[src/rtl/shrot_pkg.sv]
package shrot_pkg;

    localparam int DATA_W  = 32;
    localparam int FUNC_W  = 6;
    localparam int AMT_W   = $clog2(DATA_W);

    localparam logic [FUNC_W-1:0] FN_LSL_I = 6'h00;
    localparam logic [FUNC_W-1:0] FN_LSR_I = 6'h02;
    localparam logic [FUNC_W-1:0] FN_ASR_I = 6'h03;
    localparam logic [FUNC_W-1:0] FN_LSL_R = 6'h04;
    localparam logic [FUNC_W-1:0] FN_LSR_R = 6'h06;
    localparam logic [FUNC_W-1:0] FN_ASR_R = 6'h07;

    typedef enum logic [1:0] {
        FILL_ZERO = 2'd0,
        FILL_SIGN = 2'd1,
        FILL_WRAP = 2'd2
    } fill_e;

    typedef struct packed {
        logic  ok;
        logic  mirror;
        logic  from_reg;
        fill_e fill;
    } shctl_t;

    function automatic logic [DATA_W-1:0] mirror_bits(input logic [DATA_W-1:0] x);
        logic [DATA_W-1:0] r;
        for (int i = 0; i < DATA_W; i++) r[i] = x[DATA_W-1-i];
        return r;
    endfunction

endpackage

[src/rtl/shrot_decode.sv]
module shrot_decode
    import shrot_pkg::*;
#(
    parameter int FW = FUNC_W
) (
    input  logic [FW-1:0] func,
    input  logic          rot_sel,
    output shctl_t        ctl
);

    always_comb begin
        ctl = '{ok: 1'b0, mirror: 1'b0, from_reg: 1'b0, fill: FILL_ZERO};
        unique case (func)
            FN_LSL_I: ctl = '{ok: 1'b1, mirror: 1'b1, from_reg: 1'b0, fill: FILL_ZERO};
            FN_LSR_I: ctl = '{ok: 1'b1, mirror: 1'b0, from_reg: 1'b0,
                              fill: rot_sel ? FILL_WRAP : FILL_ZERO};
            FN_ASR_I: ctl = '{ok: 1'b1, mirror: 1'b0, from_reg: 1'b0, fill: FILL_SIGN};
            FN_LSL_R: ctl = '{ok: 1'b1, mirror: 1'b1, from_reg: 1'b1, fill: FILL_ZERO};
            FN_LSR_R: ctl = '{ok: 1'b1, mirror: 1'b0, from_reg: 1'b1,
                              fill: rot_sel ? FILL_WRAP : FILL_ZERO};
            FN_ASR_R: ctl = '{ok: 1'b1, mirror: 1'b0, from_reg: 1'b1, fill: FILL_SIGN};
            default:  ctl = '{ok: 1'b0, mirror: 1'b0, from_reg: 1'b0, fill: FILL_ZERO};
        endcase
    end

endmodule

[src/rtl/shrot_core.sv]
module shrot_core
    import shrot_pkg::*;
#(
    parameter int W  = DATA_W,
    parameter int AW = $clog2(W)
) (
    input  logic [W-1:0]  din,
    input  logic [AW-1:0] amt,
    input  fill_e         fill,
    output logic [W-1:0]  dout
);

    localparam int STAGES = AW;

    logic [W-1:0] stg [0:STAGES];
    logic         sign_bit;

    assign sign_bit = din[W-1];
    assign stg[0]   = din;

    for (genvar gi = 0; gi < STAGES; gi++) begin : g_stage
        localparam int SH = 1 << gi;
        logic [SH-1:0] fill_bits;

        always_comb begin
            unique case (fill)
                FILL_WRAP: fill_bits = stg[gi][SH-1:0];
                FILL_SIGN: fill_bits = {SH{sign_bit}};
                default:   fill_bits = '0;
            endcase
        end

        assign stg[gi+1] = amt[gi] ? {fill_bits, stg[gi][W-1:SH]} : stg[gi];
    end

    assign dout = stg[STAGES];

endmodule

[src/rtl/shrot_unit.sv]
module shrot_unit
    import shrot_pkg::*;
(
    input  logic [DATA_W-1:0] op_word,
    input  logic [AMT_W-1:0]  imm_amt,
    input  logic [DATA_W-1:0] reg_amt,
    input  logic [FUNC_W-1:0] func,
    input  logic              rot_sel,
    output logic [DATA_W-1:0] result,
    output logic              valid
);

    shctl_t            ctl;
    logic [AMT_W-1:0]  amt_sel;
    logic [DATA_W-1:0] net_in;
    logic [DATA_W-1:0] net_out;

    shrot_decode #(.FW(FUNC_W)) u_decode (
        .func    (func),
        .rot_sel (rot_sel),
        .ctl     (ctl)
    );

    assign amt_sel = ctl.from_reg ? reg_amt[AMT_W-1:0] : imm_amt;
    assign net_in  = ctl.mirror ? mirror_bits(op_word) : op_word;

    shrot_core #(.W(DATA_W), .AW(AMT_W)) u_core (
        .din  (net_in),
        .amt  (amt_sel),
        .fill (ctl.fill),
        .dout (net_out)
    );

    always_comb begin
        if (!ctl.ok)        result = '0;
        else if (ctl.mirror) result = mirror_bits(net_out);
        else                 result = net_out;
    end

    assign valid = ctl.ok;

endmodule

[config.mk]
export PLATFORM = sky130hd
export DESIGN_NAME = shrot_unit
export DESIGN_NICKNAME = d
export VERILOG_FILES = /design/src/rtl/shrot_pkg.sv /design/src/rtl/shrot_decode.sv /design/src/rtl/shrot_core.sv /design/src/rtl/shrot_unit.sv
export SDC_FILE = /design/constraint.sdc
export NUM_CORES = 1
export LEC_CHECK = 0
export ABC_AREA = 1
export BUFFER_PORTS_ARGS = -buffer_cell sky130_fd_sc_hd__buf_2
export CAP_MARGIN = 10
export CELL_PAD_IN_SITES_DETAIL_PLACEMENT = 0
export CELL_PAD_IN_SITES_GLOBAL_PLACEMENT = 2
export CORE_UTILIZATION = 26
export DETAILED_ROUTE_END_ITERATION = 16
export PLACE_DENSITY_LB_ADDON = 0.1
export SYNTH_ARGS = -nofsm -noshare
export SYNTH_HDL_FRONTEND = slang
export SYNTH_SLANG_ARGS = --single-unit
[constraint.sdc]
create_clock -name vclk -period 6.94
set_clock_uncertainty 0.1 [all_clocks]
set_input_delay 1.735 -clock vclk [all_inputs]
set_output_delay 1.735 -clock vclk [all_outputs]
set_load 0.05 [all_outputs]
==> results.ini <==
[outcome]
status = finished, final reports clean

[sta]
max_freq_ghz = 0.157
rsz0062_at_grt = false
relSlewSlack_pct = 62.8
min_period_ns = 6.35
tightest_slew_ns = 0.558
hold_viol = 0
hold_slack_ns = 3.92
finalSetupTns_ns = 0
drv_slew = 0
setup_viol = 0
min_period_over_period_pct = 91.6

[place]
dp_cells = 1002
portBuffers = 82
dp_hpwl_um = 12100
globalplace.congestion = 0.944

[setup_path]
worst_setup_path_start_kind = primary input
crit_slowest_cell = buf_4
critPathArrivalTime_ns = 4.52
crit_type = in2out
critPathCaptureType = output pin
path_delay_family = simple AND/OR/NAND/NOR gates
cpMostUsedCell = nand2_1
crit_chain = buf_2 -> nor2_4 -> nand2_2 -> nor4_1 -> ha_1 -> buf_4 -> nand3_1 -> nand2_1 -> nand2_1 -> nand2_1 -> nand2_1 -> nand3_1 -> nand2_1 -> nand2_1 -> nand3_1 -> nand2_1 -> buf_2
crit_fanout = 29
slowest_delay_ns = 0.36
crit_required_ns = 5.11
crit_buf_inv = 3

[final_layout]
final_common_cell = nand2_1
regArea_sq_um = 0
diodes = 0
drive_above_1_share_pct = 14.5
layout_common_cells = nand2_1, nand3_1, buf_2
stdcell_count = 1002
final_nets = 910
area_delta_synth_final_pct = 13.2
clkbuf_count = 0
seq_cell_count = 0

[yosys]
syn_area_per_cell_sq_um = 4.45
synthesis.area_sq_um = 3490
ys_seq_area_share_pct = 0
synth_nets = 862
ys_types = 25
synth_warnings = 0
synth_cells = 784

[die]
rows = 41
chipHeight_um = 118
die_x_um = 118
start_util_pct = 27.1
pin_count = 109
fp.coreArea_sq_um = 12900
dieArea_sq_um = 13900

[routing]
dr_total_vias = 5065
finalWirelength_um = 14700
ant_nets = 0
drc = 0
wl_per_cell_um = 14.6
viasPerCell = 5.05
drt_iter0_markers = 291
firstDrtPassIters = 5

[global_route]
antenna_found_initial = 0
overflow = 0
grt_max_degree = 39
grt_pass1_vias = 4755
grt_usage_pct = 21.4
grt_pass1_wl_um = 24300

[pwr]
leakage_nw = 2.52
ir_worst_vdd_v = 0.0000325
p_per_area_nw_per_um2 = 71.4

[flow_run]
max_cap_violations = 0

[hold_path]
whs_path_depth = 5
worstHoldStart = func[4]
hold_path_class = in2out
worst_hold_path.endpoint = valid

[clock_network]
cts-resized-gates = 0
hold_buffers = 0
post_cts_buffers = 0

## cells in the mapped netlist
cell type | count | area (sq um)
nand4_4 | 1 | 21.3
nand2_4 | 2 | 22.5
buf_4 | 9 | 67.6
o21ai_0 | 4 | 20.0
buf_2 | 9 | 45.0
and2_1 | 2 | 12.5
nand3_2 | 3 | 30.0
buf_1 | 7 | 26.3
inv_1 | 34 | 128
or2_1 | 1 | 6.26
o21ai_1 | 12 | 60.1
o21ai_2 | 3 | 26.3
clkbuf_1 | 18 | 67.6
nand2_2 | 5 | 31.3
inv_2 | 6 | 22.5
nand2_1 | 410 | 1540
o211ai_1 | 1 | 7.51
nor4_1 | 1 | 6.26
nand3_1 | 228 | 1140
or2_2 | 1 | 6.26
nor2_4 | 3 | 33.8
nor2_1 | 7 | 26.3
nand4_1 | 10 | 62.6
ha_1 | 2 | 25.0
buf_6 | 5 | 56.3
## worst max-delay path by stage
stage / startpoint / to / slack [ns] / cells after the start
floorplan: func[5] / result[10] / 1.03 / 13
global placement: func[5] / result[8] / 0.64 / 17
detailed placement: func[5] / result[8] / 0.61 / 17
CTS: func[5] / result[8] / 0.60 / 17
global route: func[5] / result[8] / 0.29 / 17
finish: func[5] / result[24] / 0.59 / 17
## worst min-delay path: stages
cell and delay, ns:
buf_2 0.10, nor2_4 0.09, nand2_2 0.11, nor2_4 0.05, buf_2 0.20
## per-stage QoR
| stage | power (mW) | setup WS, ns | utilization (%) | instance area [sq um] |
|---|---|---|---|---|
| floorplan | 0.204 | 1.03 | - | 3490 |
| global placement | 0.279 | 0.636 | 30.7 | 3950 |
| detailed placement | 0.280 | 0.609 | 30.7 | 3950 |
| CTS | 0.281 | 0.596 | 30.7 | 3950 |
| global route | 0.318 | 0.285 | 30.7 | 3950 |
| finish | 0.282 | 0.586 | 30.7 | 3950 |
## area by class of cell
type / count / area, sq um
fill: 1585 / 8930
inverter: 40 / 150
multi-input combinational: 696 / 3080
tap: 172 / 215
timing repair buffer: 94 / 500
## report_power, final
| part | switching, mW | leakage (nW) | internal, mW |
|---|---|---|---|
| sequential | 0 | 0 | 0 |
| clock | 0 | 0 | 0 |
| combinational | 0.201 | 2.52 | 0.0809 |
## cells by family (layout without fill, tap and decap cells)
kind of cell	Yosys count	after routing	synth area share, %
buf+inv	88	134	11.8
fa+ha+maj	2	2	0.717
compound gates	20	20	3.26
simple gates	674	674	84.2
## routing by layer
metal / vias up / GRT usage (%) / part of all wire, %
li1: 2644 / - / -
met1: 2290 / 28.3 / 48
met2: 117 / 37.2 / 46
met5: - / 0 / 0
met4: 0 / 3.61 / 1.7
met3: 14 / 2.57 / 4.5
(Power assumes the default switching activity.)
